File: src/rtl/pfx_dec_pkg.sv
package pfx_dec_pkg;

   // Role of a function code in the decoder
   typedef enum logic [1:0] {
      CLS_DIRECT  = 2'd0,
      CLS_PFX_POS = 2'd1,
      CLS_PFX_NEG = 2'd2,
      CLS_OPERATE = 2'd3
   } fclass_e;

   function automatic logic is_prefix(input fclass_e c);
      return (c == CLS_PFX_POS) || (c == CLS_PFX_NEG);
   endfunction

endpackage

File: src/rtl/pfx_fclass.sv
module pfx_fclass
   import pfx_dec_pkg::*;
#(
   parameter int FC_W   = 4,
   parameter int FC_POS = 2,
   parameter int FC_NEG = 6,
   parameter int FC_OPR = 15,
   parameter bit NEG_EN = 1'b1
) (
   input  logic [FC_W-1:0] fc,
   output fclass_e         cls
);

   localparam logic [FC_W-1:0] K_POS = FC_POS[FC_W-1:0];
   localparam logic [FC_W-1:0] K_NEG = FC_NEG[FC_W-1:0];
   localparam logic [FC_W-1:0] K_OPR = FC_OPR[FC_W-1:0];

   generate
      if (NEG_EN) begin : g_with_neg
         always_comb begin
            if (fc == K_POS)      cls = CLS_PFX_POS;
            else if (fc == K_NEG) cls = CLS_PFX_NEG;
            else if (fc == K_OPR) cls = CLS_OPERATE;
            else                  cls = CLS_DIRECT;
         end
      end else begin : g_pos_only
         always_comb begin
            if (fc == K_POS)      cls = CLS_PFX_POS;
            else if (fc == K_OPR) cls = CLS_OPERATE;
            else                  cls = CLS_DIRECT;
         end
      end
   endgenerate

endmodule

File: src/rtl/pfx_opnd_acc.sv
module pfx_opnd_acc
   import pfx_dec_pkg::*;
#(
   parameter int OPR_W = 32,
   parameter int NIB_W = 4
) (
   input  logic             clk,
   input  logic             rst,
   input  logic             step,
   input  fclass_e          cls,
   input  logic [NIB_W-1:0] nib,
   output logic [OPR_W-1:0] loaded,
   output logic [OPR_W-1:0] oreg_q
);

   logic [OPR_W-1:0] oreg_nxt;

   // The nibble lands in the low bits of the held value
   assign loaded = {oreg_q[OPR_W-1:NIB_W], nib};

   always_comb begin
      case (cls)
         CLS_PFX_POS: oreg_nxt = loaded << NIB_W;
         CLS_PFX_NEG: oreg_nxt = (~loaded) << NIB_W;
         default:     oreg_nxt = '0;
      endcase
   end

   always_ff @(posedge clk) begin
      if (rst)       oreg_q <= '0;
      else if (step) oreg_q <= oreg_nxt;
   end

endmodule

File: src/rtl/pfx_out_stage.sv
module pfx_out_stage #(
   parameter int OPR_W = 32,
   parameter int FC_W  = 4
) (
   input  logic             clk,
   input  logic             rst,
   input  logic             load,
   input  logic             ld_ext,
   input  logic [FC_W-1:0]  ld_func,
   input  logic [OPR_W-1:0] ld_opnd,
   input  logic             take,
   output logic             q_valid,
   output logic             q_ext,
   output logic [FC_W-1:0]  q_func,
   output logic [OPR_W-1:0] q_opnd
);

   always_ff @(posedge clk) begin
      if (rst) begin
         q_valid <= 1'b0;
         q_ext   <= 1'b0;
         q_func  <= '0;
         q_opnd  <= '0;
      end else if (load) begin
         q_valid <= 1'b1;
         q_ext   <= ld_ext;
         q_func  <= ld_func;
         q_opnd  <= ld_opnd;
      end else if (take) begin
         q_valid <= 1'b0;
      end
   end

   AST_HOLD_STABLE: assert property (@(posedge clk) disable iff (rst)
      (q_valid && !take) |=> (q_valid && $stable(q_opnd) && $stable(q_func) && $stable(q_ext)));

endmodule

File: src/rtl/pfx_byte_decoder.sv
module pfx_byte_decoder
   import pfx_dec_pkg::*;
#(
   parameter int BYTE_W = 8,
   parameter int OPR_W  = 32,
   parameter int FC_POS = 2,
   parameter int FC_NEG = 6,
   parameter int FC_OPR = 15,
   parameter bit NEG_EN = 1'b1
) (
   input  logic                clk,
   input  logic                rst,
   input  logic                byte_valid,
   input  logic [BYTE_W-1:0]   byte_in,
   output logic                byte_ready,
   output logic                dec_valid,
   input  logic                dec_ready,
   output logic                dec_is_ext,
   output logic [BYTE_W/2-1:0] dec_func,
   output logic [OPR_W-1:0]    dec_operand
);

   localparam int NIB_W = BYTE_W / 2;
   localparam int FC_W  = BYTE_W - NIB_W;

   // Elaboration-time parameter checks
   generate
      if (BYTE_W % 2 != 0) begin : g_bad_byte
         $error("BYTE_W must be even");
      end
      if (OPR_W < BYTE_W || OPR_W % NIB_W != 0) begin : g_bad_opr
         $error("OPR_W must be a multiple of the nibble width and at least one byte");
      end
      if (FC_POS == FC_OPR || (NEG_EN && (FC_NEG == FC_POS || FC_NEG == FC_OPR))) begin : g_bad_codes
         $error("prefix and operate codes must differ");
      end
      if (FC_POS >= (1 << FC_W) || FC_NEG >= (1 << FC_W) || FC_OPR >= (1 << FC_W)) begin : g_bad_range
         $error("function codes must fit the function field");
      end
   endgenerate

   logic [FC_W-1:0]  fc;
   logic [NIB_W-1:0] nib;
   fclass_e          cls;
   logic             accept;
   logic             completes;
   logic [OPR_W-1:0] loaded;
   logic [OPR_W-1:0] oreg_q;

   assign fc  = byte_in[BYTE_W-1:NIB_W];
   assign nib = byte_in[NIB_W-1:0];

   assign byte_ready = !dec_valid || dec_ready;
   assign accept     = byte_valid && byte_ready;
   assign completes  = accept && !is_prefix(cls);

   pfx_fclass #(
      .FC_W   (FC_W),
      .FC_POS (FC_POS),
      .FC_NEG (FC_NEG),
      .FC_OPR (FC_OPR),
      .NEG_EN (NEG_EN)
   ) u_fclass (
      .fc  (fc),
      .cls (cls)
   );

   pfx_opnd_acc #(
      .OPR_W (OPR_W),
      .NIB_W (NIB_W)
   ) u_acc (
      .clk    (clk),
      .rst    (rst),
      .step   (accept),
      .cls    (cls),
      .nib    (nib),
      .loaded (loaded),
      .oreg_q (oreg_q)
   );

   pfx_out_stage #(
      .OPR_W (OPR_W),
      .FC_W  (FC_W)
   ) u_out (
      .clk     (clk),
      .rst     (rst),
      .load    (completes),
      .ld_ext  (cls == CLS_OPERATE),
      .ld_func (fc),
      .ld_opnd (loaded),
      .take    (dec_ready),
      .q_valid (dec_valid),
      .q_ext   (dec_is_ext),
      .q_func  (dec_func),
      .q_opnd  (dec_operand)
   );

   // Checks across the pieces
   AST_PFX_SILENT: assert property (@(posedge clk) disable iff (rst)
      (accept && is_prefix(cls)) |=> !dec_valid);

   AST_EMIT_NEXT: assert property (@(posedge clk) disable iff (rst)
      completes |=> dec_valid);

   AST_OREG_CLEARED: assert property (@(posedge clk) disable iff (rst)
      completes |=> (oreg_q == '0));

   AST_EXT_FUNC: assert property (@(posedge clk) disable iff (rst)
      (dec_valid && dec_is_ext) |-> (dec_func == FC_OPR[FC_W-1:0]));

   AST_STALL_INPUT: assert property (@(posedge clk) disable iff (rst)
      (dec_valid && !dec_ready) |-> !byte_ready);

   AST_IDLE_KEEPS: assert property (@(posedge clk) disable iff (rst)
      !byte_valid |=> $stable(oreg_q));

endmodule

File: config.mk
export PLATFORM = sky130hd
export DESIGN_NAME = pfx_byte_decoder
export DESIGN_NICKNAME = d
export VERILOG_FILES = /design/src/rtl/pfx_dec_pkg.sv /design/src/rtl/pfx_fclass.sv /design/src/rtl/pfx_opnd_acc.sv /design/src/rtl/pfx_out_stage.sv /design/src/rtl/pfx_byte_decoder.sv
export SDC_FILE = /design/constraint.sdc
export NUM_CORES = 1
export LEC_CHECK = 0
export CORE_UTILIZATION = 40
export CTS_CLUSTER_DIAMETER = 150
export DETAILED_ROUTE_END_ITERATION = 12
export PLACE_DENSITY = 0.71
export SYNTH_ARGS = -nofsm -noshare
export SYNTH_HDL_FRONTEND = slang
export SYNTH_SLANG_ARGS = --single-unit
File: constraint.sdc
create_clock -name clk -period 2.1 [get_ports clk]
set_input_delay 0.42 -clock clk [delete_from_list [all_inputs] [get_ports clk]]
set_output_delay 0.42 -clock clk [all_outputs]
set_load 0.02 [all_outputs]
Yosys cells after proc, flatten, opt, wreduce, memory -nomap -nowiden

Index checks and enable logic that the tools add are counted.

ROM bits: 0
Logic and storage cells: 25
Bits in latches: 0
Input port bits: 12
Memories kept: 0
Bits in registers: 70
RAM bits: 0

Shift-type cells: 0
Bitwise logic cells: 1
Div/mod/pow operators: 0
Mux-type cells: 6
Equal/unequal tests: 6
Multiply operators: 0
Reduce and logical (&&, ||, !) cells: 7
$add $sub $neg: 0
$lt $le $gt $ge: 0

Operator list:

| kind                 | count |
|---|---|
| $pmux W32 S2         | 1 |
| $not A28 Y28         | 1 |
| $mux W2              | 3 |
| $eq A2 B2 Y1 const B | 2 |
| $eq A4 B2 Y1 const B | 1 |
| $eq A4 B3 Y1 const B | 1 |
| $eq A4 B4 Y1 const B | 1 |
| $eq A2 B1 Y1 const B | 1 |
| $logic_and A1 B1 Y1  | 2 |
| $logic_not A1 Y1     | 2 |
| $logic_or A1 B1 Y1   | 2 |
| $mux W1              | 2 |
| $reduce_bool A2 Y1   | 1 |

Longest topological paths before layout

Depth in word-level cells: 9
Gate-level depth with buffers: 8

By module

A second synthesis with hierarchy kept.

Cell total of the unflattened synthesis: 329
Area total of the unflattened synthesis: 3236.9 µm²

By module, submodules not included:

| module           | area each (µm²) | cells an instance | times used |
|---|---|---|---|
| pfx_opnd_acc     | 1800.5          | 197               | 1 |
| pfx_out_stage    | 1361.3          | 123               | 1 |
| pfx_byte_decoder | 41.3            | 4                 | 1 |
| pfx_fclass       | 33.8            | 5                 | 1 |

Least setup slack after synthesis

No wires, ideal clock.

Path kind: input to register
From: input port byte_in[6]
To: register u_out.q_ext
Buffers on the path: 2
Stages: 8
Arrival: 1.933 ns
Slack: 0.097 ns
Cells stage by stage: and3_1 -> o21a_1 -> ha_1 -> nand2b_2 -> buf_6 -> buf_6 -> or3b_1 -> a21oi_1

Word-level cells in the longest chain between the ends: 8
Elaborated cells between the ends (all ways): 12

RTL lines:

| what                                                | RTL line               | RTL |
|---|---|---|
| start: declaration                                  | pfx_byte_decoder.sv:14 | `input logic [BYTE_W-1:0] byte_in,` |
| $eq A4 B4 Y1                                        | pfx_fclass.sv:23       | `else if (fc == K_OPR) cls = CLS_OPERATE;` |
| $mux W2                                             | pfx_fclass.sv:23       |  |
| $mux W2                                             | pfx_fclass.sv:22       | `else if (fc == K_NEG) cls = CLS_PFX_NEG;` |
| $mux W2 (*)                                         | pfx_fclass.sv:21       | `if (fc == K_POS) cls = CLS_PFX_POS;` |
| $eq A2 B1 Y1 / $eq A2 B2 Y1 (equally long branches) | pfx_dec_pkg.sv:12      | `return (c == CLS_PFX_POS) \|\| (c == CLS_PFX_NEG);` |
| $logic_or A1 B1 Y1                                  | pfx_dec_pkg.sv:12      |  |
| $logic_not A1 Y1                                    | pfx_byte_decoder.sv:55 | `assign completes = accept && !is_prefix(cls);` |
| $logic_and A1 B1 Y1                                 | pfx_byte_decoder.sv:55 |  |
| end signal: assignment                              | pfx_out_stage.sv:26    | `q_ext <= ld_ext;` |
| end: declaration                                    | pfx_out_stage.sv:13    | `output logic q_ext,` |

Every way passes the cells marked *; elsewhere a longest branch is shown, timed or not.
A chain may end at the register's enable or synchronous reset.

Worst setup path after layout

From: input port dec_ready
To: output port byte_ready

Word-level cells in the longest chain between the ends: 1

RTL lines:

| what               | RTL line               | RTL |
|---|---|---|
| start: declaration | pfx_byte_decoder.sv:17 | `input logic dec_ready,` |
| $logic_or A1 B1 Y1 | pfx_byte_decoder.sv:53 | `assign byte_ready = !dec_valid \|\| dec_ready;` |
| end: declaration   | pfx_byte_decoder.sv:15 | `output logic byte_ready,` |

Every way passes these cells.

==> results.cfg <==
[outcome]
status = completed

[power]
switching_share_pct = 24.7
power_mw = 2.72
p_seq_share_pct = 48.1
power.switching_uw = 671
power_leakage_nw = 1.20
clkPwrFrac_pct = 40.1
internal_power_mw = 2.05
comb_power_share_pct = 11.9
irDropWorstVdd_mv = 0.343
p_per_area_mw_per_mm2 = 733

[floorplan]
die_w_um = 86.2
die-height_um = 86.2
row_count = 30
fp.dieArea_mm2 = 0.00743
start_util_pct = 41.5
io_pins = 51
design.core.area_mm2 = 0.00683

[cells_and_area]
multi_input_area_mm2 = 0.00136
antennaDiodeCount = 0
final-seq-area_mm2 = 0.00132
drive_above_1_share_pct = 11.4
final_cells = 428
finalNetCount = 342
syn_to_final_growth_pct = 31.0
nFillCells = 635

[setup_path]
critPathMaxStageDelay_ns = 0.59
critPathKind = input pin to output port
r2r-start = u_out.q_valid
cpMostUsedCell = clkdlybuf4s50_1
cp_cell_sequence = clkdlybuf4s50_1 > nor2b_4 > inv_2 > clkdlybuf4s50_1
cp-startpoint = dec_ready
critPathCaptureType = output port
crit_arrival_ns = 1.64
crit_path_start_kind = input pin
worstPathMaxFanout = 3
cp_slowest_cell = clkdlybuf4s50_1
cp_data_required_time_ns = 1.68

[place]
dpl.hpwl_mm = 3.64
numPortBuffers = 50
dpl.cell_count = 411
gp_congestion = 0.714

[synthesis]
synth_ff_type = dfxtp_1
synth_seq_area_share_pct = 46.6
synth-seq-cells = 66
yosysTopAreaCellShare_pct = 46.6
synth_area_leaders = dfxtp_1, or3b_1, mux2i_1
synth_warnings = 0
syn_nets = 294
synth_cells = 279
synth-edff-count = 0
synth.most_common_cell = dfxtp_1
yosys.area.top_type = dfxtp_1
syn_area_mm2 = 0.00283
synthTopCellsByCount = dfxtp_1, a21oi_1, o21ai_0, or3b_1
avgSynthCellArea_um2 = 10.2
synthArstFlopShare_pct = 0
netlist-cell-type-count = 22

[drt]
drc = 0
wl_mm = 5.86
drt_iter0_drc = 69
routed_via_density = 5.22
drt_pass1_iterations = 4
vias = 2235
ant_nets = 0
routedWlPerCell_um = 13.7

[clock_tree]
clk_latency_ns = 0.34
cts_htree_levels = 3
hold_buffers = 0
clockRootBuffer = clkbuf_8
post_cts_buffers = 0
cts_tree = yes
cts_buffers = 9
cts_resized = 5
clock_path_buffers = 2
clk_pin_slew_ns = 0.07
cts_sinks = 66

[global_route]
antenna_found_initial = 0
grt_pass1_vias = 2050
grt_start_max_net_pins = 41
grt-ovfl-total = 0
grtUsageTotal_pct = 16.8
grt_pass1_wl_mm = 9.78

[hold_path]
hp-start = u_acc.oreg_q[31]
hold_path.class = flop to flop

[timing]
hold_viol = 0
finalCriticalPeriod_ns = 2.06
finalCritPeriodShare_pct = 97.9
fin_worst_skew_ns = 0.00873
tightest_slew_ns = 0.298
fmax_ghz = 0.486
max_slew_margin_pct = 80.1
fin_tns_setup_ns = 0
finalMaxSlewViolations = 0
finalSetupViolCount = 0
grt_setup_unrepaired = no

[run]
maxCapViolCount = 0
==> final timing paths <==
path,end,slack [ns],cells past startpoint
worst min register to register,u_acc.oreg_q[31],0.46,1
worst min-delay path,u_acc.oreg_q[31],0.46,1
worst max-delay path,byte_ready,0.04,4
worst max register to register,u_out.q_opnd[18],0.81,4
==> metal layers <==
metal	GRT usage (%)	vias up	wire, µm
met5	0	-	0
met4	6.82	0	74
met3	4.67	6	232
met2	26.8	40	2740
met1	21.6	1060	2810
li1	-	1129	-
==> state kept, by name, indices dropped and copies added (netlist names) <==
register and flops:
u_out.q_ext 1, u_out.q_opnd 32, u_out.q_valid 1, u_out.q_func 4, u_acc.oreg_q 28
==> power by group through the flow <==
stage / Sequential (mW) / Clock, mW / Combinational [mW]
global route: 1.31 / 1.18 / 0.352
finish: 1.31 / 1.09 / 0.323
CTS: 1.31 / 1.12 / 0.324
global placement: 1.34 / 0 / 0.304
floorplan: 1.35 / 0 / 0.168
detailed placement: 1.34 / 0 / 0.307
==> kinds of logic after synthesis <==
logic type | Yosys count | share of synthesized area (%)
XOR/XNOR | 1 | 0.309
flip-flops | 66 | 46.6
multiplexers | 28 | 9.89
adder cells (fa/ha/maj) | 3 | 1.32
AO/OA/AOI/OAI | 105 | 22.7
buffers and inverters | 33 | 6.05
AND/OR/NAND/NOR | 43 | 13.1
==> critical path, delay by kind of cell <==
family	cells	cell delay [ns]
buffers and inverters	3	1.15
AND/OR/NAND/NOR	1	0.06
==> cell type report <==
type | count | share of cell area, %
flip-flops and latches | 66 | 35.6
multi-input cells | 180 | 36.5
inverters | 3 | 0.303
clock inverters | 4 | 1.35
well taps | 96 | 3.24
clock buffers | 12 | 4.18
repair buffers | 67 | 18.8
==> metrics by stage <==
stage                     utilization (%)  cell area (µm²)  setup WS [ns]  hold slack, ns
after detailed placement             50.8             3470         -0.426           0.440
after floorplan                         -             2830         0.0970           0.423
after global routing                 54.3             3710        0.00944           0.481
after global placement               50.8             3470         -0.405           0.442
after CTS                            54.3             3710         0.0295           0.462
final                                54.3             3710         0.0432           0.456
==> layout by cell type, fill, tap and decap left out, types with 2 or more instances in the layout <==
master            n
buf_12            4
mux2i_1          28
a21oi_1          37
and3_1            2
o21ai_0          37
dlygate4sd2_1     3
clkdlybuf4s50_1  47
o2bb2ai_1        28
ha_1              3
clkinvlp_4        2
clkbuf_8         11
dfxtp_1          66
inv_1             2
buf_4            12
or3b_1           37
No activity file was read; power rests on OpenSTA's default activity.
